$ cat config.mk
export PLATFORM = sky130hd
export DESIGN_NAME = tdm_slot_sequencer
export DESIGN_NICKNAME = d
export VERILOG_FILES = /design/src/rtl/tdm_seq_pkg.sv /design/src/rtl/tdm_edge_detect.sv /design/src/rtl/tdm_chan_counter.sv /design/src/rtl/tdm_blank_window.sv /design/src/rtl/tdm_slot_sequencer.sv
export SDC_FILE = /design/constraint.sdc
export NUM_CORES = 1
export LEC_CHECK = 0
export BUFFER_PORTS_ARGS = -buffer_cell sky130_fd_sc_hd__buf_2
export CAP_MARGIN = 20
export CORE_ASPECT_RATIO = 1.75
export CORE_UTILIZATION = 30
export CTS_CLUSTER_DIAMETER = 50
export CTS_CLUSTER_SIZE = 12
export DETAILED_ROUTE_END_ITERATION = 12
export PLACE_DENSITY = 0.55
export SYNTH_ARGS = -nofsm -noshare
export SYNTH_HDL_FRONTEND = slang
export SYNTH_SLANG_ARGS = --single-unit
$ cat constraint.sdc
create_clock -name clk_i -period 3.5 [get_ports clk_i]
set_input_delay 0.7 -clock clk_i [delete_from_list [all_inputs] [get_ports clk_i]]
set_output_delay 0.7 -clock clk_i [all_outputs]
set_load 0.1 [all_outputs]
$ cat src/rtl/tdm_seq_pkg.sv
package tdm_seq_pkg;
    localparam int SET_W = 8;
    typedef logic [SET_W-1:0] setting_t;
endpackage

$ cat src/rtl/tdm_edge_detect.sv
module tdm_edge_detect #(
    parameter int N = 2
) (
    input  logic         clk_i,
    input  logic         rst_ni,
    input  logic [N-1:0] sig_i,
    output logic [N-1:0] rise_o
);
    logic [N-1:0] prev_d, prev_q;

    always_comb begin
        prev_d = sig_i;
    end

    always_ff @(posedge clk_i or negedge rst_ni) begin
        if (!rst_ni) prev_q <= '0;
        else         prev_q <= prev_d;
    end

    for (genvar i = 0; i < N; i++) begin : g_rise
        assign rise_o[i] = sig_i[i] & ~prev_q[i];
    end
endmodule

$ cat src/rtl/tdm_chan_counter.sv
module tdm_chan_counter #(
    parameter int NUM_CH = 10,
    parameter int AW     = $clog2(NUM_CH + 1)
) (
    input  logic          clk_i,
    input  logic          rst_ni,
    input  logic          slot_edge_i,
    input  logic          mark_edge_i,
    output logic [AW-1:0] addr_o,
    output logic          frame_o,
    output logic          frame_next_o,
    output logic          err_o
);
    localparam logic [AW-1:0] FRAME = AW'(NUM_CH);

    typedef struct packed {
        logic [AW-1:0] addr;
        logic          frame;
        logic          pend;
        logic          err;
    } cnt_t;

    cnt_t s_d, s_q;

    always_comb begin
        s_d     = s_q;
        s_d.err = mark_edge_i && (s_q.addr != FRAME);
        if (slot_edge_i) begin
            if (mark_edge_i || s_q.pend || s_q.addr == FRAME) s_d.addr = '0;
            else                                              s_d.addr = s_q.addr + 1'b1;
            s_d.pend = 1'b0;
        end else if (mark_edge_i) begin
            s_d.pend = 1'b1;
        end
        s_d.frame = (s_d.addr == FRAME);
    end

    always_ff @(posedge clk_i or negedge rst_ni) begin
        if (!rst_ni) s_q <= '{addr: FRAME, frame: 1'b1, pend: 1'b0, err: 1'b0};
        else         s_q <= s_d;
    end

    assign addr_o       = s_q.addr;
    assign frame_o      = s_q.frame;
    assign frame_next_o = s_d.frame;
    assign err_o        = s_q.err;


    addr_hold_chk: assert property (@(posedge clk_i) disable iff (!rst_ni)
        !slot_edge_i |=> $stable(s_q.addr));

    addr_range_chk: assert property (@(posedge clk_i) disable iff (!rst_ni)
        s_q.addr <= FRAME);

    err_pulse_chk: assert property (@(posedge clk_i) disable iff (!rst_ni)
        s_q.err |=> !s_q.err);
endmodule

$ cat src/rtl/tdm_blank_window.sv
module tdm_blank_window
    import tdm_seq_pkg::*;
#(
    parameter int PH_W = 10
) (
    input  logic     clk_i,
    input  logic     rst_ni,
    input  logic     slot_edge_i,
    input  logic     frame_next_i,
    input  setting_t delay_i,
    input  setting_t width_i,
    output logic     en_o
);
    localparam int CW = PH_W + 1;
    localparam logic [PH_W-1:0] PH_MAX = {PH_W{1'b1}};

    typedef struct packed {
        logic [PH_W-1:0] phase;
        logic [PH_W-1:0] period;
        logic            en;
    } win_t;

    win_t s_d, s_q;
    logic          sat;
    logic [CW-1:0] start_w, stop_w, ph_w, per_w;
    logic          in_win, fits;

    always_comb begin
        s_d = s_q;
        sat = (s_q.phase == PH_MAX);
        if (slot_edge_i) begin
            s_d.phase  = '0;
            s_d.period = sat ? PH_MAX : s_q.phase + 1'b1;
        end else begin
            s_d.phase  = sat ? PH_MAX : s_q.phase + 1'b1;
        end
        start_w = (delay_i == '0) ? CW'(1) : CW'(delay_i);
        stop_w  = start_w + CW'(width_i);
        ph_w    = CW'(s_d.phase);
        per_w   = CW'(s_d.period);
        in_win  = (ph_w >= start_w) && (ph_w < stop_w);
        fits    = (ph_w + CW'(1)) < per_w;
        s_d.en  = in_win && fits && !frame_next_i;
    end

    always_ff @(posedge clk_i or negedge rst_ni) begin
        if (!rst_ni) s_q <= '{phase: PH_MAX, period: PH_MAX, en: 1'b0};
        else         s_q <= s_d;
    end

    assign en_o = s_q.en;


    win_late_chk: assert property (@(posedge clk_i) disable iff (!rst_ni)
        s_q.en |-> (s_q.phase != '0));

    win_trunc_chk: assert property (@(posedge clk_i) disable iff (!rst_ni)
        (slot_edge_i && s_q.period != PH_MAX && (s_q.phase + 1'b1) == s_q.period) |-> !s_q.en);
endmodule

$ cat src/rtl/tdm_slot_sequencer.sv
module tdm_slot_sequencer
    import tdm_seq_pkg::*;
#(
    parameter int NUM_CH = 10,
    parameter int PH_W   = 10,
    parameter int AW     = $clog2(NUM_CH + 1)
) (
    input  logic          clk_i,
    input  logic          rst_ni,
    input  logic          slot_clk_i,
    input  logic          frame_mark_i,
    input  logic [7:0]    win_delay_i,
    input  logic [7:0]    win_width_i,
    output logic [AW-1:0] chan_addr_o,
    output logic          sw_en_o,
    output logic          frame_slot_o,
    output logic          resync_err_o
);
    logic [1:0] rise;
    logic       frame_next;

    tdm_edge_detect #(.N(2)) edge_i (
        .clk_i  (clk_i),
        .rst_ni (rst_ni),
        .sig_i  ({frame_mark_i, slot_clk_i}),
        .rise_o (rise)
    );

    tdm_chan_counter #(.NUM_CH(NUM_CH), .AW(AW)) cnt_i (
        .clk_i        (clk_i),
        .rst_ni       (rst_ni),
        .slot_edge_i  (rise[0]),
        .mark_edge_i  (rise[1]),
        .addr_o       (chan_addr_o),
        .frame_o      (frame_slot_o),
        .frame_next_o (frame_next),
        .err_o        (resync_err_o)
    );

    tdm_blank_window #(.PH_W(PH_W)) win_i (
        .clk_i        (clk_i),
        .rst_ni       (rst_ni),
        .slot_edge_i  (rise[0]),
        .frame_next_i (frame_next),
        .delay_i      (setting_t'(win_delay_i)),
        .width_i      (setting_t'(win_width_i)),
        .en_o         (sw_en_o)
    );


    addr_quiet_chk: assert property (@(posedge clk_i) disable iff (!rst_ni)
        (chan_addr_o != $past(chan_addr_o)) |-> !$past(sw_en_o));

    frame_quiet_chk: assert property (@(posedge clk_i) disable iff (!rst_ni)
        frame_slot_o |-> !sw_en_o);
endmodule

After elaboration in Yosys (flattened, before gate mapping)
Cells that the tools add are included.
Storage, ports and cells
  register bits after elaboration: 30
  bits of input ports: 20
  output and inout port bits: 7
Operators by class
  reduce and logical (&&, ||, !) cells: 9
  order comparisons: 3
  multiplexer cells: 8
  add/sub/neg operators: 4
  eq/ne operators: 4
  bitwise logic cells: 4
Operator list (count)
  10-bit 2-to-1 mux: 3
  10-bit by 1-bit adder with 11-bit output (second input constant): 1
  11-bit by 8-bit adder with 11-bit output: 1
  10-bit by 11-bit >= comparator with 1-bit output: 1
  10-bit by 11-bit < comparator with 1-bit output: 1
  11-bit by 10-bit < comparator with 1-bit output: 1
  10-bit by 1-bit adder with 10-bit output (second input constant): 1
  10-bit == test (second input constant): 1
  4-bit == test (second input constant): 2
  8-bit zero test: 1
  4-bit 2-to-1 mux: 2
  8-bit 2-to-1 mux: 1
  4-bit by 1-bit adder with 4-bit output (second input constant): 1
  1-bit logical AND: 4
  4-bit != test (second input constant): 1
  1-bit bitwise AND: 2
  1-bit logical OR: 2
  1-bit 2-to-1 mux: 2
  1-bit NOT: 2
  2-bit nonzero test: 1
  1-bit zero test: 1

Depth between registers and ports, before layout
Gate-level depths: netlist of the first run.
  word-level depth: 9
  mapped depth: 16
  depth with buffers taken out: 16

Hierarchy
Synthesis of the first run repeated with hierarchy kept, for this count alone.
Second synthesis, totals
  cell total of the unflattened synthesis: 273
  area, all modules: 2657.5 um2
By module, submodules not included
  tdm_blank_window: cells each 226, times used 1, area an instance 2138.3 um2
  tdm_chan_counter: cells each 43, times used 1, area an instance 441.7 um2
  tdm_edge_detect: cells each 4, times used 1, area an instance 77.6 um2

Worst setup path after synthesis of the first run
OpenSTA, ideal clock, no wires.
  path kind: register to register
  start: register win_i.s_q[12] in the netlist's numbering
  end: register win_i.s_q (netlist bit win_i.en_o)
  period minus slack after synthesis: 3.401 ns
  data required time: 3.404 ns
  data arrival time: 3.305 ns
  stages on the path, launching flop included: 17
  setup time: 0.096 ns
  path slack: 0.099 ns
  cells stage by stage: dfstp_2 ha_1 nand3_1 nor3_2 buf_2 nor2_1 nor2_1 ha_1 and2_1 o21ai_0 xnor2_1 ha_1 and3_1 a22o_1 o21ai_0 a31oi_1 nor4_2
RTL lines
  from (decl): line tdm_blank_window.sv:23  | win_t s_d, s_q;
  from (signal assigned): line tdm_blank_window.sv:47  | if (!rst_ni) s_q <= '{phase: PH_MAX, period: PH_MAX, en: 1'b0};

==> run metrics, run 1 <==
outcome=complete, no violations; area delta synth->final=23.5%; Yosys top cell area share=0.223; Row Count=45; Post-synth EDFFs=0; skew final=0.00478 ns; CTS buffer count=5; pin count of the biggest net entering global routing=31; crit-path max FO=5; CORE AREA=8730 sq um; gpl congestion=0.810; Mapped Cells=300; main area contributors after synthesis=dfstp_2 22%, ha_1 17%, dfrtp_1 6.5%; YS warnings=0; Crit. End Element=register; setup TNS=0 ns; Hold WC Path Type=in2async; Netlist Area Pre-Place=2710 sq um; met3 usage=0.0189; fin crit period=3.34 ns; die area=9420 sq um; Buf/Inv on CP=1; Async SR Flop Fraction=1.00; die height=128 um; drt pass-1 iters=4; Final Core Density=0.383; Most used DFF post-synth=dfstp_2; unrepaired setup endpoints after global routing=false; Reg2Reg Launch Point=win_i.s_q[12]; post-synthesis sequential area ratio=0.288; DP Wirelength=5.59 mm; diode count=0; share of layout cells above drive strength 1=0.303; number of max-cap violations=0; Overflow after GRT=0; Final #Nets=403; Yosys reg bits=30; GR peak layer=met2; delay-heaviest family, CP=simple AND/OR/NAND/NOR gates; CP Launch Point=win_i.s_q[12]; Leak=1.54 nW; antenna violations before repair=0; CP startpoint kind=register; Slew @ Worst Pin=0.682 ns; Reg clk slew, reported paths=0.05 ns; Critical Path AT=3.53 ns; Post-Layout Cell Count=463; Area after DPL=3100 sq um; Netlist cell types=60; post-route cell area=3340 sq um; final WL=6.85 mm; Worst IR Drop VDD=0.000220 V; Initial Utilization=0.310; routed via count=2,336; Setup violations, final=0; Global Route met2 Usage=0.310; Tot GR Track Use=0.162; Slowest-stage cell, CP=dfstp_2; cell with the most instances after synthesis=ha_1; average wire per standard cell=14.8 um; Die X=73.8 um; IO Port Bufs=26; fillers=910; fin. max-slew vios=0; Routed Antenna Nets=0; # clock sinks=30; fmax=299 MHz; PwrDens=503 nW/um^2; largest area contributor in the netlist=dfstp_2; syn_nets=358; H-Tree Depth=2; Avg Cell Area, Syn=9.02 sq um; fin crit share=0.955; total I/O pin count=27; relative slew slack=0.545; CP Class=reg2reg; critical path's largest stage delay=0.56 ns; met1 global-route usage=0.156; WP data required=3.69 ns; vias per cell=5.05; Initial DRC Count=49; hold_ws=0.460 ns; crit-path cells=ha_2 -> nand3_1 -> or3_4 -> nand2_1 -> nand2_1 -> inv_1 -> ha_4 -> and2_1 -> o21ai_0 -> xnor2_1 -> ha_1 -> and3_1 -> a22o_1 -> o21ai_1 -> a31oi_1 -> nor4_2; Max clock buf depth=2; Post-synth top cells=37 x ha_1, 27 x inv_1, 25 x nand2_1; DRC Markers=0; cts-stage hold buffer count=0; CP most frequent cell=nand2_1; first-pass GRT wire length=11.4 mm; clk_lat worst skew=0.28 ns; final hold vios=0; CTS root buf=clkbuf_16; vias in the first global route=2,510; Post-Place Cells=454; CTS tree=built
## per-stage QoR
stage          worst slack, ns  power [W]
2_1_floorplan           0.0991   0.000901
3_3_place_gp           -0.0815    0.00108
3_5_place_dp            -0.160    0.00109
4_1_cts                 0.0570    0.00169
5_1_grt                 0.0164    0.00178
6_report                 0.159    0.00168
## worst register-to-register path, stage by stage (launching register included)
cell and delay, ns:
dfstp_2 0.56, ha_2 0.19, nand3_1 0.09, or3_4 0.35, nand2_1 0.08, nand2_1 0.07, inv_1 0.12, ha_4 0.17
and2_1 0.14, o21ai_0 0.10, xnor2_1 0.15, ha_1 0.36, and3_1 0.22, a22o_1 0.21, o21ai_1 0.14, a31oi_1 0.11
nor4_2 0.21
## cell type report
type / instances / area, sq um / share of cell area
Clock inverter: 2 / 60.1 / 0.0180
Tap cell: 117 / 146 / 0.0438
Sequential cell: 30 / 779 / 0.233
Inverter: 27 / 101 / 0.0303
Multi-Input combinational cell: 225 / 1760 / 0.527
Clock buffer: 6 / 139 / 0.0416
Timing Repair Buffer: 56 / 355 / 0.106
## where the power goes
group | internal, W | leakage, nW | switching, W
Clock | 0.000427 | 0.0971 | 0.000155
Combinational | 0.000267 | 1.12 | 0.000386
Sequential | 0.000417 | 0.327 | 0.0000309
Total | 0.00111 | 1.54 | 0.000572
## layer usage
| layer | share of wire | vias to the layer above |
|---|---|---|
| met5 | 0 | - |
| met4 | 0.046 | 0 |
| met3 | 0.016 | 18 |
| met2 | 0.57 | 42 |
| met1 | 0.37 | 1116 |
| li1 | - | 1160 |
## registers in the layout, summed over array words and instances, names as in the netlist
register,count
win_i.en_o,1
edge_i.prev_q,2
win_i.s_q,20
cnt_i.frame_o,1
cnt_i.err_o,1
cnt_i.addr_o,4
cnt_i.s_q,1
## worst paths after layout
path	end	slack (ns)	depth (start not counted)
min	cnt_i.err_o	0.46	1
max reg2reg	win_i.en_o	0.16	16
max	win_i.en_o	0.16	16
min reg2reg	win_i.s_q[2]	0.48	2
min in group clk_i	win_i.s_q[2]	0.48	2
max in group asynchronous	edge_i.prev_q[0]	2.59	1
## placed cells by master, fill, tap and decap left out, types with 6 or more instances in the layout
master,count
xnor2_1,8
nor3_1,7
o21ai_0,14
a21o_1,6
a21oi_1,7
dfstp_2,23
nor2_1,16
buf_2,26
a31oi_1,6
xor2_1,6
nand2_1,25
ha_1,35
o21a_1,7
dfrtp_1,7
inv_1,27
buf_4,30
nor2b_1,7
## cell families (layout without fill, tap and decap cells)
kind of cell,after synthesis,after routing,share of synthesized area
mux,2,2,0.00740
compound gates,81,81,0.230
buf+inv,45,91,0.0749
simple gates,90,90,0.175
fa+ha+maj,38,38,0.179
xor+xnor,14,14,0.0453
flops,30,30,0.288
## what timing repair did
item                       4_1_cts  5_1_grt
setup endpoints to repair        0        1
hold endpoints to repair         0        0
buffers inserted                 0        1
gates resized for setup          0       10
Power figures use the tool's default switching activity.
==> inputs of run 2 (changes only) <==
Settings changed: ABC_AREA set to 1, CAP_MARGIN 20 to 40, CORE_UTILIZATION 30 to 54, PLACE_DENSITY 0.55 to 0.84.
==> run 2 against run 1 <==
Cell count shrank 6.9%. Synthesized cell count grew 16%. Sequential share of layout area grew 2.6 points. Critical path type is now in2reg. Critical path depth grew 2. Hold slack lost 0.025 ns. Highest routed layer unchanged. Register-to-register slack gained 0.14 ns.
==> run metrics, run 2 <==
Mapped Cells=349; Biggest register=win_i.s_q; max reg flops=20; vias in the first global route=2,325; final hold vios=0; Final #Nets=436; Worst Reg2Reg Path Length in Cells=19; fin crit period=3.23 ns; Netlist Area Pre-Place=2700 sq um; CP startpoint kind=input pin; Yosys top cell area share=0.224; unrepaired setup endpoints after global routing=false; Final Power=0.00137 W; Post-Layout Cell Count=431; Yosys reg bits=30; delay-heaviest family, CP=compound AO/OA/AOI/OAI gates; # clock sinks=30; Flop pwr share=0.335; simple-gate portion of the synthesized area=0.279; average wire per standard cell=12.7 um; Crit. End Element=register; Post-Place Cells=423; fin crit share=0.922; internal power=0.000795 W; relative slew slack=0.563; Row Count=33; Leak=1.67 nW; share of layout cells above drive strength 1=0.274; Netlist cell types=38; post-synthesis sequential area ratio=0.288; reg2reg setup slack=0.30 ns; main area contributors after synthesis=dfstp_2 22%, ha_1 17%, nand2_1 9.3%; Slew @ Worst Pin=0.656 ns; Setup violations, final=0; Clock Power Share=0.217; CP Class=in2reg; fin. max-slew vios=0; vias per cell=5.32; post-synthesis compound-gate area fraction=0.0912; total I/O pin count=27; Hold WC Path Type=in2async; most frequent cells in the layout=67 x nand2_1, 59 x inv_1, 36 x ha_1; combinational power share=0.447; Most used DFF post-synth=dfstp_2; Reg clk slew, reported paths=0.07 ns; most common cell after layout, fill and taps aside=nand2_1; die height=95.6 um; largest area contributor in the netlist=dfstp_2; area delta synth->final=11.1%; fmax=310 MHz; CORE AREA=4750 sq um; WP data required=3.73 ns; Max clock buf depth=2; gpl congestion=0.904; Initial Utilization=0.569; CTS buffer count=5; die area=5310 sq um; DP Wirelength=4.48 mm; cts-stage hold buffer count=0; area share of fa/ha/maj cells after synthesis=0.179; drt pass-1 iters=4; pin count of the biggest net entering global routing=31; post-synthesis mux area share=0; Post-synth EDFFs=0; final WL=5.46 mm; Die X=55.5 um; syn_nets=407; Initial DRC Count=71; crit-path cells=buf_2 -> inv_1 -> a41o_1 -> ha_1 -> fa_1 -> a21oi_2 -> o21bai_1 -> a21oi_1 -> o21bai_1 -> a21o_1 -> a21oi_1 -> ha_1 -> a211o_1 -> inv_1 -> nand3_1 -> nor2_1 -> nand2_1 -> nor2_2; Async SR Flop Fraction=1.00; Critical Path AT=3.45 ns; IO Port Bufs=26; xor and xnor area share after synthesis=0.0486; first-pass GRT wire length=9.58 mm; Area after DPL=2900 sq um; H-Tree Depth=2; Slowest-stage cell, CP=fa_1; clk_lat worst skew=0.29 ns; hold_ws=0.435 ns; DRC Markers=0; YS warnings=0; critical path's largest stage delay=0.41 ns; Routed Antenna Nets=0; outcome=complete, no violations; Post-synth top cells=67 x nand2_1, 59 x inv_1, 37 x ha_1; sw frac=0.420; cell with the most instances after synthesis=nand2_1; CTS tree=built; antenna violations before repair=0; main combinational cell family by area after synthesis=simple AND/OR/NAND/NOR gates; CTS root buf=clkbuf_8; Overflow after GRT=0; Buf/Inv on CP=3; Avg Cell Area, Syn=7.75 sq um; PwrDens=457 nW/um^2; crit-path max FO=2; post-route cell area=3000 sq um; Reg2Reg Capture Point=win_i.en_o; Reg2Reg Launch Point=win_i.s_q[11]; NetSw=0.000577 W; number of max-cap violations=0; diode count=0; Tot GR Track Use=0.233; skew final=0.00521 ns; routed via count=2,295; Worst IR Drop VDD=0.000380 V
==> run 2: final cells by class <==
class | count | area, sq um
timing repair buffer | 34 | 190
multi-input combinational | 241 | 1630
fill | 422 | 1740
clock inverter | 2 | 12.5
clock buffer | 6 | 82.6
inverter | 66 | 248
tap | 52 | 65.1
sequential | 30 | 779
==> run 2: worst max path at each step <==
| stage | cells after the start | endpoint | slack (ns) | from |
|---|---|---|---|---|
| after floorplan | 17 | win_i.en_o | 0.30 | win_delay_i[6] |
| after global placement | 18 | win_i.en_o | 0.005 | win_delay_i[6] |
| after detailed placement | 18 | win_i.en_o | -0.06 | win_delay_i[7] |
| after CTS | 19 | win_i.en_o | 0.23 | win_i.s_q[11] |
| after global routing | 18 | win_i.en_o | 0.01 | win_delay_i[6] |
| final | 18 | win_i.en_o | 0.27 | win_delay_i[7] |
==> run 2: kinds of logic (layout without fill, tap and decap cells) <==
family                     Yosys count  in the layout
and+or+nand+nor                    145            145
buffers and inverters               78            108
AOI/OAI and AO/OA                   43             43
adders and majority gates           38             38
DFF                                 30             30
xor gates and xnor gates            15             15
==> run 2: through the flow <==
stage,setup TNS (ns),util,worst slack (ns)
global route,0,0.633,0.0125
CTS,0,0.630,0.228
global placement,0,0.610,0.00507
floorplan,0,-,0.304
finish,0,0.633,0.273
detailed placement,-0.0643,0.610,-0.0643
==> run 2: routing by layer <==
| layer | track usage | part of all wire | wire length (um) | vias up |
|---|---|---|---|---|
| met5 | 0 | 0 | 0 | - |
| met2 | 0.467 | 0.56 | 3080 | 41 |
| met1 | 0.213 | 0.37 | 2010 | 1081 |
| li1 | - | - | - | 1157 |
| met4 | 0.146 | 0.049 | 266 | 0 |
| met3 | 0.0339 | 0.019 | 102 | 16 |
==> run 2: power groups by stage <==
stage / clock network (W) / logic (W) / registers, W
global placement: 0 / 0.000588 / 0.000463
global route: 0.000317 / 0.000689 / 0.000467
CTS: 0.000302 / 0.000616 / 0.000460
detailed placement: 0 / 0.000612 / 0.000465
floorplan: 0 / 0.000480 / 0.000468
finish: 0.000298 / 0.000614 / 0.000460
==> run 2: timing repair <==
action,in CTS,in global routing
endpoints found under the setup margin,0,1
gates resized for setup,0,3
buffers inserted,0,0
